### src/rtl/qexpr_pkg.sv
package qexpr_pkg;

    localparam int COEF_WORDS = 6;
    localparam int UPC_W      = 3;

    // coefficient word slots inside one bank
    typedef enum logic [2:0] {
        W_A2 = 3'd0,   // 2A, per-pixel second difference
        W_B2 = 3'd1,   // 2B, per-line second difference
        W_C  = 3'd2,   // C, line step of first pixel difference
        W_D0 = 3'd3,   // first pixel difference at x=0 of current line
        W_DQ = 3'd4,   // line difference of line-start value
        W_Q  = 3'd5    // value at x=0 of current line
    } word_e;

    typedef enum logic [1:0] { D_HOLD, D_LOAD, D_ADD } dop_e;
    typedef enum logic [1:0] { V_HOLD, V_LOAD, V_ADD } vop_e;
    typedef enum logic [1:0] { S_NONE, S_ADD1, S_ADD2, S_DREG } wsrc_e;

    typedef struct packed {
        word_e  ra;     // read port A (adder-1 operand / diff load)
        word_e  rb;     // read port B (value load)
        dop_e   dop;
        vop_e   vop;
        wsrc_e  wsrc;
        word_e  wa;     // writeback slot
        logic   last;
    } uop_t;

    typedef struct packed {
        dop_e   dop;
        vop_e   vop;
        logic   step;   // accepted pixel this cycle
    } dp_ctl_t;

    // microprogram store, address 0 is the idle / pixel slot
    function automatic uop_t uc_fetch(input logic [UPC_W-1:0] a);
        uop_t u;
        u = '{ra: W_A2, rb: W_Q, dop: D_HOLD, vop: V_HOLD,
              wsrc: S_NONE, wa: W_Q, last: 1'b1};
        case (a)
            3'd0: u = '{ra: W_A2, rb: W_Q,  dop: D_ADD,  vop: V_ADD,
                        wsrc: S_NONE, wa: W_Q,  last: 1'b0};
            3'd1: u = '{ra: W_DQ, rb: W_Q,  dop: D_LOAD, vop: V_LOAD,
                        wsrc: S_NONE, wa: W_Q,  last: 1'b0};
            3'd2: u = '{ra: W_B2, rb: W_Q,  dop: D_ADD,  vop: V_HOLD,
                        wsrc: S_ADD2, wa: W_Q,  last: 1'b0};
            3'd3: u = '{ra: W_D0, rb: W_Q,  dop: D_LOAD, vop: V_HOLD,
                        wsrc: S_DREG, wa: W_DQ, last: 1'b0};
            3'd4: u = '{ra: W_C,  rb: W_Q,  dop: D_HOLD, vop: V_HOLD,
                        wsrc: S_ADD1, wa: W_D0, last: 1'b1};
            default: ;
        endcase
        return u;
    endfunction

endpackage

### src/rtl/qexpr_coef_ram.sv
module qexpr_coef_ram
    import qexpr_pkg::*;
#(
    parameter int W     = 32,
    parameter int BANKS = 1,
    parameter int AW    = 3
) (
    input  logic          clk,
    input  logic          rst,
    input  logic          bank,
    input  word_e         ra,
    input  word_e         rb,
    output logic [W-1:0]  rd_a,
    output logic [W-1:0]  rd_b,
    input  logic          seq_we,
    input  word_e         seq_word,
    input  logic [W-1:0]  seq_data,
    input  logic          host_we,
    input  logic [AW-1:0] host_addr,
    input  logic [W-1:0]  host_data
);
    localparam int DEPTH = BANKS * COEF_WORDS;
    localparam int IW    = (DEPTH > 1) ? $clog2(DEPTH) : 1;

    logic [W-1:0] mem [DEPTH];

    function automatic logic [IW-1:0] slot(input logic b, input logic [2:0] w);
        int s;
        s = ((BANKS > 1) && b) ? COEF_WORDS : 0;
        s = s + int'(w);
        return IW'(s);
    endfunction

    logic [2:0]    host_word;
    logic          host_bank;
    logic          host_ok;
    logic          wr_go;
    logic [IW-1:0] wr_idx;
    logic [W-1:0]  wr_dat;

    assign host_word = host_addr[2:0];
    assign host_bank = (BANKS > 1) ? host_addr[AW-1] : 1'b0;
    assign host_ok   = host_we && (host_word < 3'(COEF_WORDS));

    // microcode writeback owns the port whenever it writes
    always_comb begin
        wr_go  = seq_we || host_ok;
        wr_idx = seq_we ? slot(bank, seq_word) : slot(host_bank, host_word);
        wr_dat = seq_we ? seq_data : host_data;
    end

    for (genvar i = 0; i < DEPTH; i++) begin : g_word
        always_ff @(posedge clk) begin
            if (rst)
                mem[i] <= '0;
            else if (wr_go && (wr_idx == IW'(i)))
                mem[i] <= wr_dat;
        end
    end

    assign rd_a = mem[slot(bank, ra)];
    assign rd_b = mem[slot(bank, rb)];

endmodule

### src/rtl/qexpr_useq.sv
module qexpr_useq
    import qexpr_pkg::*;
(
    input  logic    clk,
    input  logic    rst,
    input  logic    line_start,
    input  logic    pix_en,
    input  logic    vblank,
    output logic    busy,
    output word_e   ra,
    output word_e   rb,
    output dp_ctl_t ctl,
    output logic    wb_en,
    output word_e   wb_word,
    output wsrc_e   wb_src
);
    logic [UPC_W-1:0] upc;
    uop_t             uop;
    logic             line_go;

    assign uop     = uc_fetch(upc);
    assign busy    = (upc != '0);
    assign line_go = line_start && !vblank && !busy;

    always_ff @(posedge clk) begin
        if (rst)
            upc <= '0;
        else if (busy)
            upc <= uop.last ? '0 : upc + 1'b1;
        else if (line_go)
            upc <= UPC_W'(1);
    end

    always_comb begin
        ra       = uop.ra;
        rb       = uop.rb;
        ctl.step = !busy && pix_en && !line_go;
        if (busy) begin
            ctl.dop = uop.dop;
            ctl.vop = uop.vop;
        end else if (ctl.step) begin
            ctl.dop = uop.dop;
            ctl.vop = uop.vop;
        end else begin
            ctl.dop = D_HOLD;
            ctl.vop = V_HOLD;
        end
        wb_en   = busy && (uop.wsrc != S_NONE);
        wb_word = uop.wa;
        wb_src  = uop.wsrc;
    end

endmodule

### src/rtl/qexpr_datapath.sv
module qexpr_datapath
    import qexpr_pkg::*;
#(
    parameter int W = 32
) (
    input  logic         clk,
    input  logic         rst,
    input  dp_ctl_t      ctl,
    input  wsrc_e        wb_src,
    input  logic [W-1:0] rd_a,
    input  logic [W-1:0] rd_b,
    output logic [W-1:0] wb_data,
    output logic [W-1:0] val_o,
    output logic         present_o,
    output logic         valid_o
);
    logic [W-1:0] dreg;   // running difference
    logic [W-1:0] vreg;   // running value
    logic [W-1:0] add1;
    logic [W-1:0] add2;

    assign add1 = dreg + rd_a;
    assign add2 = vreg + dreg;

    always_comb begin
        case (wb_src)
            S_ADD1:  wb_data = add1;
            S_ADD2:  wb_data = add2;
            S_DREG:  wb_data = dreg;
            default: wb_data = '0;
        endcase
    end

    always_ff @(posedge clk) begin
        if (rst) begin
            dreg <= '0;
            vreg <= '0;
        end else begin
            case (ctl.dop)
                D_LOAD:  dreg <= rd_a;
                D_ADD:   dreg <= add1;
                default: dreg <= dreg;
            endcase
            case (ctl.vop)
                V_LOAD:  vreg <= rd_b;
                V_ADD:   vreg <= add2;
                default: vreg <= vreg;
            endcase
        end
    end

    always_ff @(posedge clk) begin
        if (rst) begin
            val_o     <= '0;
            present_o <= 1'b0;
            valid_o   <= 1'b0;
        end else begin
            valid_o <= ctl.step;
            if (ctl.step) begin
                val_o     <= vreg;
                present_o <= !vreg[W-1];
            end
        end
    end

endmodule

### src/rtl/qexpr_raster_eval.sv
module qexpr_raster_eval
    import qexpr_pkg::*;
#(
    parameter int  W         = 32,
    parameter bit  INTERLACE = 1'b0,
    localparam int BANKS     = INTERLACE ? 2 : 1,
    localparam int AW        = INTERLACE ? 4 : 3
) (
    input  logic          clk,
    input  logic          rst,
    input  logic          frame_start,
    input  logic          field,
    input  logic          line_start,
    input  logic          pix_en,
    input  logic          vblank,
    input  logic          load_en,
    input  logic          wr_en,
    input  logic [AW-1:0] wr_addr,
    input  logic [W-1:0]  wr_data,
    output logic [W-1:0]  val_o,
    output logic          present_o,
    output logic          valid_o
);
    logic         bank_q;
    logic         seq_busy;
    logic         host_wr_ok;
    word_e        ra, rb, wb_word;
    wsrc_e        wb_src;
    logic         wb_en;
    dp_ctl_t      ctl;
    logic [W-1:0] rd_a, rd_b, wb_data;

    always_ff @(posedge clk) begin
        if (rst)
            bank_q <= 1'b0;
        else if (frame_start)
            bank_q <= field;
    end

    assign host_wr_ok = wr_en && load_en && vblank && !seq_busy;

    qexpr_useq u_seq (
        .clk        (clk),
        .rst        (rst),
        .line_start (line_start),
        .pix_en     (pix_en),
        .vblank     (vblank),
        .busy       (seq_busy),
        .ra         (ra),
        .rb         (rb),
        .ctl        (ctl),
        .wb_en      (wb_en),
        .wb_word    (wb_word),
        .wb_src     (wb_src)
    );

    qexpr_coef_ram #(.W(W), .BANKS(BANKS), .AW(AW)) u_ram (
        .clk       (clk),
        .rst       (rst),
        .bank      (bank_q),
        .ra        (ra),
        .rb        (rb),
        .rd_a      (rd_a),
        .rd_b      (rd_b),
        .seq_we    (wb_en),
        .seq_word  (wb_word),
        .seq_data  (wb_data),
        .host_we   (host_wr_ok),
        .host_addr (wr_addr),
        .host_data (wr_data)
    );

    qexpr_datapath #(.W(W)) u_dp (
        .clk       (clk),
        .rst       (rst),
        .ctl       (ctl),
        .wb_src    (wb_src),
        .rd_a      (rd_a),
        .rd_b      (rd_b),
        .wb_data   (wb_data),
        .val_o     (val_o),
        .present_o (present_o),
        .valid_o   (valid_o)
    );

endmodule

### config.mk
export PLATFORM = sky130hd
export DESIGN_NAME = qexpr_raster_eval
export DESIGN_NICKNAME = d
export VERILOG_FILES = /design/src/rtl/qexpr_pkg.sv /design/src/rtl/qexpr_coef_ram.sv /design/src/rtl/qexpr_useq.sv /design/src/rtl/qexpr_datapath.sv /design/src/rtl/qexpr_raster_eval.sv
export SDC_FILE = /design/constraint.sdc
export NUM_CORES = 1
export LEC_CHECK = 0
export BUFFER_PORTS_ARGS = -buffer_cell sky130_fd_sc_hd__buf_4
export CORE_ASPECT_RATIO = 1.1
export CORE_UTILIZATION = 45
export DETAILED_ROUTE_END_ITERATION = 16
export GPL_ROUTABILITY_DRIVEN = 0
export HOLD_SLACK_MARGIN = 0.03
export SETUP_SLACK_MARGIN = 0.02
export SLEW_MARGIN = 20
export SYNTH_ARGS = -nofsm -noshare
export SYNTH_HDL_FRONTEND = slang
export SYNTH_SLANG_ARGS = --single-unit
### constraint.sdc
create_clock -name clk -period 4.6 [get_ports clk]
set_clock_uncertainty 0.2 [all_clocks]
set_input_delay 0.92 -clock clk [delete_from_list [all_inputs] [get_ports clk]]
set_output_delay 0.92 -clock clk [all_outputs]
set_load 0.02 [all_outputs]
# Word level (Yosys, flattened, before mapping)
# Memories as Yosys holds them, arrays and structs flattened.
# Index checks and enable logic that the tools add are counted.
[word_totals]
regBits = 101
ramBits = 192
input_bits = 44
out_inout_bits = 34
wordCells = 97
memories = 1
[memory_table]
columns = ["memory", "words", "width", "read_ports", "rd_ports_with_merged_regs", "wr", "line", "source"]
rows = [
  ["u_ram.mem", 6, 32, 2, 0, 6, "qexpr_coef_ram.sv:25", "logic [W-1:0] mem [DEPTH];"],
]
[op_classes]
addsub = 3
magnitude_cmp = 1
eq_ne = 16
n_mux = 37
bitwise = 6
reduce_logical = 27
[op_table]
columns = ["operator", "n"]
rows = [
  ["$mux W32", 7],
  ["$pmux W32 S2", 2],
  ["$pmux W32 S3", 1],
  ["$pmux W16 S5", 1],
  ["$add A32 B32 Y32", 2],
  ["$mux W1", 20],
  ["$logic_and A1 B1 Y1", 15],
  ["$eq A3 B2 Y1 const B", 4],
  ["$mux W3", 4],
  ["$eq A3 B3 Y1 const B", 3],
  ["$eq A2 B2 Y1 const B", 4],
  ["$mux W4", 2],
  ["$reduce_bool A2 Y1", 4],
  ["$eq A2 B1 Y1 const B", 3],
  ["$eq A3 B1 Y1 const B", 2],
  ["$logic_not A3 Y1", 2],
  ["$or A1 B1 Y1", 6],
  ["$logic_not A1 Y1", 4],
  ["$add A3 B1 Y3 const B", 1],
  ["$lt A3 B3 Y1 const B", 1],
  ["$reduce_bool A3 Y1", 1],
  ["$logic_or A1 B1 Y1", 1],
]

# Longest topological paths before layout
# Gate-level depths: netlist of run 1.
[depth]
word_depth = 11
mapped_depth = 23
depth_no_buf = 20

# Cells and area by module
# A second synthesis of run 1 with hierarchy kept.
[hier_totals]
cells_unflattened = 1878
area_unflattened_um2 = 18706.7
[by_module_without_submodules]
columns = ["mod", "instances", "cells_per_inst", "area_each_um2", "seq_area_each_um2"]
rows = [
  ["qexpr_coef_ram", 1, 768, 10269.8, 5765.5],
  ["qexpr_datapath", 1, 1056, 8011.4, 1961.9],
  ["qexpr_useq", 1, 50, 381.6, 60.1],
  ["qexpr_raster_eval", 1, 4, 43.8, 20.0],
]

# Worst setup path after synthesis of run 1
# Ideal clock, no wire load.
[synth_timing]
kind = "register to register"
startpoint = "register u_seq.upc[0]"
endpoint = "memory u_ram.mem[1][13], data pin"
setup_time_ps = 276
arrival_time_ps = 4561
required_ps = 4124
setup_slack_ps = -437
path_stages_with_launch = 20
path_buffers = 1
period_less_slack_ps = 5037
path_cell_list = "dfxtp_1 ha_1 ha_1 o21a_1 o21ai_1 nand2_2 buf_4 mux4_2 o21ai_0 inv_1 ha_1 a211oi_2 o21ai_2 or4b_4 and3_1 a22oi_1 xnor2_1 a21oi_1 a211oi_1 nor2_1"
[synth_rtl]
columns = ["item", "line", "source"]
rows = [
  ["from (decl)", "qexpr_useq.sv:17", "logic [UPC_W-1:0] upc;"],
  ["from (signal assigned)", "qexpr_useq.sv:29", "upc <= uop.last ? '0 : upc + 1'b1;"],
  ["to (decl)", "qexpr_coef_ram.sv:25", ""],
]

==> results of run 1 <==
[logic make-up after synthesis]
| logic type | share of synthesized area [%] |
|---|---|
| xor+xnor | 2.75 |
| mux | 5.78 |
| buf+inv | 3.88 |
| fa+ha+maj | 5.47 |
| simple gates | 18.2 |
| compound gates | 18.6 |
| flops | 45.3 |
[cell usage after synthesis (8+ instances only)]
cell type    n  area (um2)
mux2i_1     25         250
xor2_1      18         158
xnor2_1     36         315
inv_1       45         169
and3_1      10        62.6
nor3_1      43         215
ha_1        72         901
edfxtp_1   192        5770
o31ai_1     12        90.1
mux4_2      32         721
or3_1        8        50.1
a31oi_1     34         213
buf_2       14        70.1
o211ai_1     9        67.6
buf_1        9        33.8
nand2_1    242         908
and2_1      15        93.8
dfxtp_1    101        2020
clkbuf_1   100         375
nor2b_1     23         144
o21ai_1     10        50.1
a21o_1      23         173
o21ai_0     73         365
a211oi_1    31         233
nand3_1     28         140
a221oi_1    13         114
nor2_1     342        1280
a21oi_1    180         901
o21a_1      22         165
[stage by stage]
step,utilization [%],area [um2]
finish,57.9,21600
global route,57.9,21600
CTS,56.0,21000
detailed placement,52.2,19500
global placement,52.2,19500
floorplan,-,17300
[power by group through the flow]
stage	registers, mW	clock network, mW	logic, mW
6_report	3.21	2.37	3.26
3_5_place_dp	3.25	0	2.79
4_1_cts	3.20	2.39	2.96
2_1_floorplan	3.18	0	1.84
3_3_place_gp	3.24	0	2.74
5_1_grt	3.23	2.49	3.51
[layer usage]
metal,GRT usage [%],vias to the layer above
li1,-,7231
met5,0,-
met3,2.77,95
met2,43.7,638
met4,7.06,0
met1,38.7,7354
[critical path: stages (launching register included)]
cell      delay [ns]
dfxtp_4         0.37
ha_4            0.17
ha_4            0.16
o21a_1          0.14
o21ai_4         0.18
buf_12          0.16
nand2_8         0.11
buf_12          0.18
buf_4           0.13
mux4_2          0.43
nor2_2          0.11
a31oi_2         0.06
ha_1            0.38
nand2_4         0.07
or3_4           0.41
a211oi_4        0.29
buf_6           0.15
o211ai_1        0.14
a21boi_2        0.25
o221a_4         0.22
o22a_1          0.17
buf_12          0.15
nor2_2          0.04
[cell type report]
class	instances	area, um2
clock inverter	17	125
timing repair buffer	302	2460
sequential	293	7790
fill	3308	15800
clock buffer	38	817
inverter	46	173
multi-input combinational	1428	9660
tap	494	618
[sequential cells by signal, indices dropped and copies added, names as in the netlist]
| register | count |
|---|---|
| u_ram.mem | 192 |
| u_dp.valid_o | 1 |
| u_dp.val_o | 32 |
| u_dp.dreg | 32 |
| u_dp.present_o | 1 |
| u_seq.upc | 3 |
| u_dp.vreg | 32 |
[worst min-delay path by stage]
stage                              start              to  cells after the start
final                     u_dp.val_o[28]  u_dp.val_o[28]                      2
after global routing       u_dp.val_o[2]   u_dp.val_o[2]                      2
after CTS                  u_dp.val_o[2]   u_dp.val_o[2]                      2
after detailed placement   u_dp.val_o[2]   u_dp.val_o[2]                      2
after global placement    u_dp.val_o[22]  u_dp.val_o[22]                      2
after floorplan            u_dp.vreg[19]  u_dp.val_o[19]                      2
[repair_timing]
item / in CTS / in global routing
pin swaps: 36 / 67
resized for setup: 79 / 96
gates cloned: 1 / 2
endpoints found under the hold margin: 0 / 0
setup buffers: 12 / 23
setup endpoints to repair: 99 / 122
==> impl_metrics.yaml, run 1 <==
yosys:
  yosysWarnings: 0
  synth_seq_area_share_pct: 45.3
  synth_fp_nets: 2009
  synth-seq-cells: 293
  async_flop_share_pct: 0
  syn_area_per_cell_um2: 9.09
  synth_cell_types: 76
  syn_inst: 1891
  synth_edf_count: 192
  syn_area_um2: 17200
  synth_flop_cell: "edfxtp_1"
clock_tree:
  clk_latency_ns: 0.59
  ctsLongestPathBuffers: 3
  cts-root-buf: "clkbuf_16"
  numCtsBuffers: 30
  clk_pin_slew_worst_paths_ns: 0.06
  clock_sinks: 293
  cts_tree: "yes"
  ctsHoldBuffers: 0
  htree_levels: 1
layout:
  layout_commonest_cell: "nor2_1"
  layout.cells.non_filler: 2618
  nNetsFinal: 2219
  drive_gt1_share_pct: 25.2
  synthToLayoutAreaGrowth_pct: 25.9
  n_antenna_cell: 0
  mostFrequentLayoutCells: "nor2_1 (315), buf_4 (275), nand2_1 (236)"
timing:
  hold_violations: 0
  fin_ws_ns: -0.368
  finalCritPeriodShare_pct: 108
  setup_viol_count_final: 87
  period_needed_ns: 4.97
  fmaxAchievable_mhz: 201
  setup-tns-final_ns: -16.69
  slew_violations: 0
  finalHoldWorstSlack_ns: 0.253
  slew_headroom_pct: 35.4
  rsz0062_at_grt: "true"
  tightest_slew_ns: 0.968
critical_path:
  cp-start-kind: "flop"
  r2r_setup_slack_ns: -0.37
  crit_path_end_kind: "flop"
  cp-startpoint: "u_seq.upc[0]"
  reg2reg_depth: 22
  path_class: "reg -> reg"
  worstPathArrival_ns: 5.07
  r2r-start: "u_seq.upc[0]"
  r2r_end: "u_ram.mem[0][30]"
  required_ns: 4.71
  endpoint: "u_ram.mem[0][30]"
  crit_fanout: 7
detailed_routing:
  wl_met1_mm: 24.2
  wl_met2_mm: 25.0
  drt_pre_antenna_iters: 7
  wirelength_mm: 54.9
  drc_errors: 0
  wire_per_inst_um: 21.0
  via_count: 15300
  avgViaCountPerCell: 5.85
  dr_wl_met3_mm: 4.23
  antenna_left: 0
  drt_iter0_markers: 1420
  highest_layer: "met4"
outcome:
  violations: "setup timing"
  status: "finished, violations left"
pwr:
  switchingPower_mw: 3.08
  clkPwrFrac_pct: 26.8
  seq_power_share_pct: 36.4
  p_per_area_nw_per_um2: 408
  p_leak_nw: 8.54
  irDropWorstVdd_mv: 0.323
  p_int_mw: 5.76
  combinationalPowerShare_pct: 36.9
  total_power_mw: 8.84
  switching_share_pct: 34.9
placement:
  dp_cells: 2527
  place_ws_ns: -0.497
  hpwl_mm: 39.2
  io_buffer_count: 75
die:
  row_count: 74
  die_w_um: 188
  die_area_um2: 39000
  core-area_um2: 37400
  initial_utilization_pct: 45.9
  die_h_um: 207
  ios: 78
grt:
  antenna_found_initial: 0
  grt_max_degree: 88
  globalRouteOverflowTotal: 0
  grt_pass1_wl_mm: 81.0
  grt_pass1_vias: 13900
  grt_usage_pct: 27.0
hold_path:
  min_path_type: "reg -> reg"
run:
  maxCapViolCount: 0
No activity file was read; power rests on OpenSTA's default activity.
==> run 2: changes to the inputs <==
BUFFER_PORTS_ARGS = -buffer_cell sky130_fd_sc_hd__buf_2   (was -buffer_cell sky130_fd_sc_hd__buf_4)
==> run 2 against run 1 <==
The flow still finishes with violations (setup timing); non-clock buffer count fell by 8; design area fell by 1.8%; register-to-register slack improved by 0.04 ns; worst setup slack improved by 0.042 ns; critical endpoint is now u_ram.mem[3][26]; largest cell class unchanged.
==> impl_metrics.yaml, run 2 (same netlist as run 1, synthesis figures left out) <==
outcome:
  status: "finished, violations left"
  violations: "setup timing"
critical_path:
  crit_fanout: 10
  required_ns: 4.72
  path_class: "reg -> reg"
  r2r-start: "u_seq.upc[0]"
  r2r_setup_slack_ns: -0.33
  cp-start-kind: "flop"
  crit_path_end_kind: "flop"
  cpMaxStageDelayCell: "mux4_2"
  max_stage_delay_ns: 0.37
  crit_chain: "ha_4 -> ha_4 -> o21a_1 -> o21ai_2 -> nand2_4 -> buf_12 -> mux4_2 -> nor2_2 -> a31oi_2 -> ha_4 -> buf_4 -> nor2b_2 -> o31a_1 -> o22ai_4 -> a211oi_4 -> buf_6 -> o21ai_4 -> nand2_2 -> xor2_2 -> a211oi_2 -> buf_4 -> nor2_1"
  worstPathArrival_ns: 5.04
  r2r_end: "u_ram.mem[3][26]"
  reg2reg_depth: 22
  cp_common_cell: "ha_4"
clock_tree:
  clk_latency_ns: 0.58
  cts_tree: "yes"
  ctsLongestPathBuffers: 3
  cts-root-buf: "clkbuf_16"
  clk_pin_slew_worst_paths_ns: 0.06
  clock_sinks: 293
  numCtsBuffers: 30
  htree_levels: 1
grt:
  antenna_found_initial: 0
  grt_pass1_vias: 14000
  grt_pass1_wl_mm: 81.2
  globalRouteOverflowTotal: 0
  grt_usage_pct: 27.1
  grt_max_degree: 58
run:
  maxCapViolCount: 0
pwr:
  switching_share_pct: 34.2
  total_power_mw: 8.98
  clkPwrFrac_pct: 28.0
  irDropWorstVdd_mv: 0.311
  seq_power_share_pct: 35.8
  p_int_mw: 5.91
  switchingPower_mw: 3.07
  p_leak_nw: 8.41
  combinationalPowerShare_pct: 36.3
  p_per_area_nw_per_um2: 422
detailed_routing:
  via_count: 15000
  drt_iter0_markers: 1176
  avgViaCountPerCell: 5.74
  antenna_left: 0
  wirelength_mm: 53.5
  wire_per_inst_um: 20.5
  drc_errors: 0
  drt_pre_antenna_iters: 7
layout:
  nNetsFinal: 2210
  fill_cells: 3292
  n_antenna_cell: 0
  post-route-util_pct: 56.8
  layout.cells.non_filler: 2609
  largest_register_ff_count: 192
  seqCellArea_um2: 7790
  largest_register: "u_ram.mem"
  drive_gt1_share_pct: 24.6
  multiInputGateArea_um2: 9520
  layout_commonest_cell: "nor2_1"
  mostFrequentLayoutCells: "nor2_1 (323), nand2_1 (240), buf_4 (200)"
  synthToLayoutAreaGrowth_pct: 23.7
  fin_area_um2: 21300
hold_path:
  min_path_cells: 2
  holdCritStartpoint: "u_dp.val_o[1]"
  hold_end: "u_dp.val_o[1]"
  min_path_type: "reg -> reg"
die:
  die_area_um2: 39000
  row_count: 74
  initial_utilization_pct: 45.9
  die_w_um: 188
  ios: 78
  die_h_um: 207
  core-area_um2: 37400
placement:
  place_ws_ns: -0.491
  hpwl_mm: 38.8
  io_buffer_count: 75
  dp_cells: 2532
  place_area_um2: 19400
timing:
  slew_violations: 0
  fin_ws_ns: -0.325
  finalCritPeriodShare_pct: 107
  fmaxAchievable_mhz: 203
  rsz0062_at_grt: "true"
  slew_headroom_pct: 42.7
  tightest_slew_ns: 0.852
  hold_violations: 0
  setup_viol_count_final: 75
  period_needed_ns: 4.93
-- run 2: worst max path at each step --
stage,startpoint,end,slack [ns],cells after the start
after floorplan,u_seq.upc[0],u_ram.mem[0][0],-0.11,9
after global placement,u_seq.upc[0],u_ram.mem[3][25],-0.48,20
after detailed placement,u_seq.upc[1],u_ram.mem[3][26],-0.49,21
after CTS,u_seq.upc[0],u_ram.mem[1][30],-0.35,22
after global routing,u_seq.upc[0],u_ram.mem[2][30],-0.47,20
final,u_seq.upc[0],u_ram.mem[3][26],-0.33,22
-- run 2: layout make-up --
class,count,share of cell area [%]
clock buffer,42,4.05
tap,494,2.91
inverter,46,0.812
timing repair buffer,294,10.1
sequential,293,36.7
multi-input combinational,1427,44.8
clock inverter,13,0.671
-- run 2: what timing repair did --
item | 4_1_cts | 5_1_grt
pin swaps | 26 | 41
resized for setup | 66 | 76
endpoints found under the setup margin | 104 | 126
hold buffers | 0 | 0
buffers inserted | 14 | 8
-- run 2: power by group through the flow --
stage          sequential, mW  clock [mW]  combinational [mW]
2_1_floorplan            3.18           0                1.84
3_3_place_gp             3.24           0                2.77
3_5_place_dp             3.25           0                2.81
4_1_cts                  3.20        2.55                3.01
5_1_grt                  3.23        2.65                3.54
6_report                 3.21        2.51                3.25
-- run 2: stage by stage --
| stage | setup TNS [ns] | hold WS, ns |
|---|---|---|
| floorplan | -8.97 | 0.246 |
| global placement | -17.24 | 0.238 |
| detailed placement | -23.30 | 0.244 |
| CTS | -14.55 | 0.253 |
| global route | -27.29 | 0.267 |
| finish | -12.77 | 0.250 |
-- run 2: worst max-delay path: cells and delay by family, from the launching register on --
| family | cells | cell delay, ns |
|---|---|---|
| AO/OA/AOI/OAI | 8 | 1.76 |
| buffers and inverters | 4 | 0.69 |
| adder cells (fa/ha/maj) | 3 | 0.60 |
| AND/OR/NAND/NOR | 5 | 0.48 |
| multiplexers | 1 | 0.37 |
| flip-flops | 1 | 0.36 |
| XOR/XNOR | 1 | 0.19 |
-- run 2: metal layers --
metal	track usage (%)	wire length [um]	part of all wire [%]	vias up
met5	0	0	0	-
met1	39.4	24600	46	7189
li1	-	-	-	7221
met2	42.7	24000	45	492
met3	2.94	3560	6.7	78
met4	8.15	1260	2.4	0
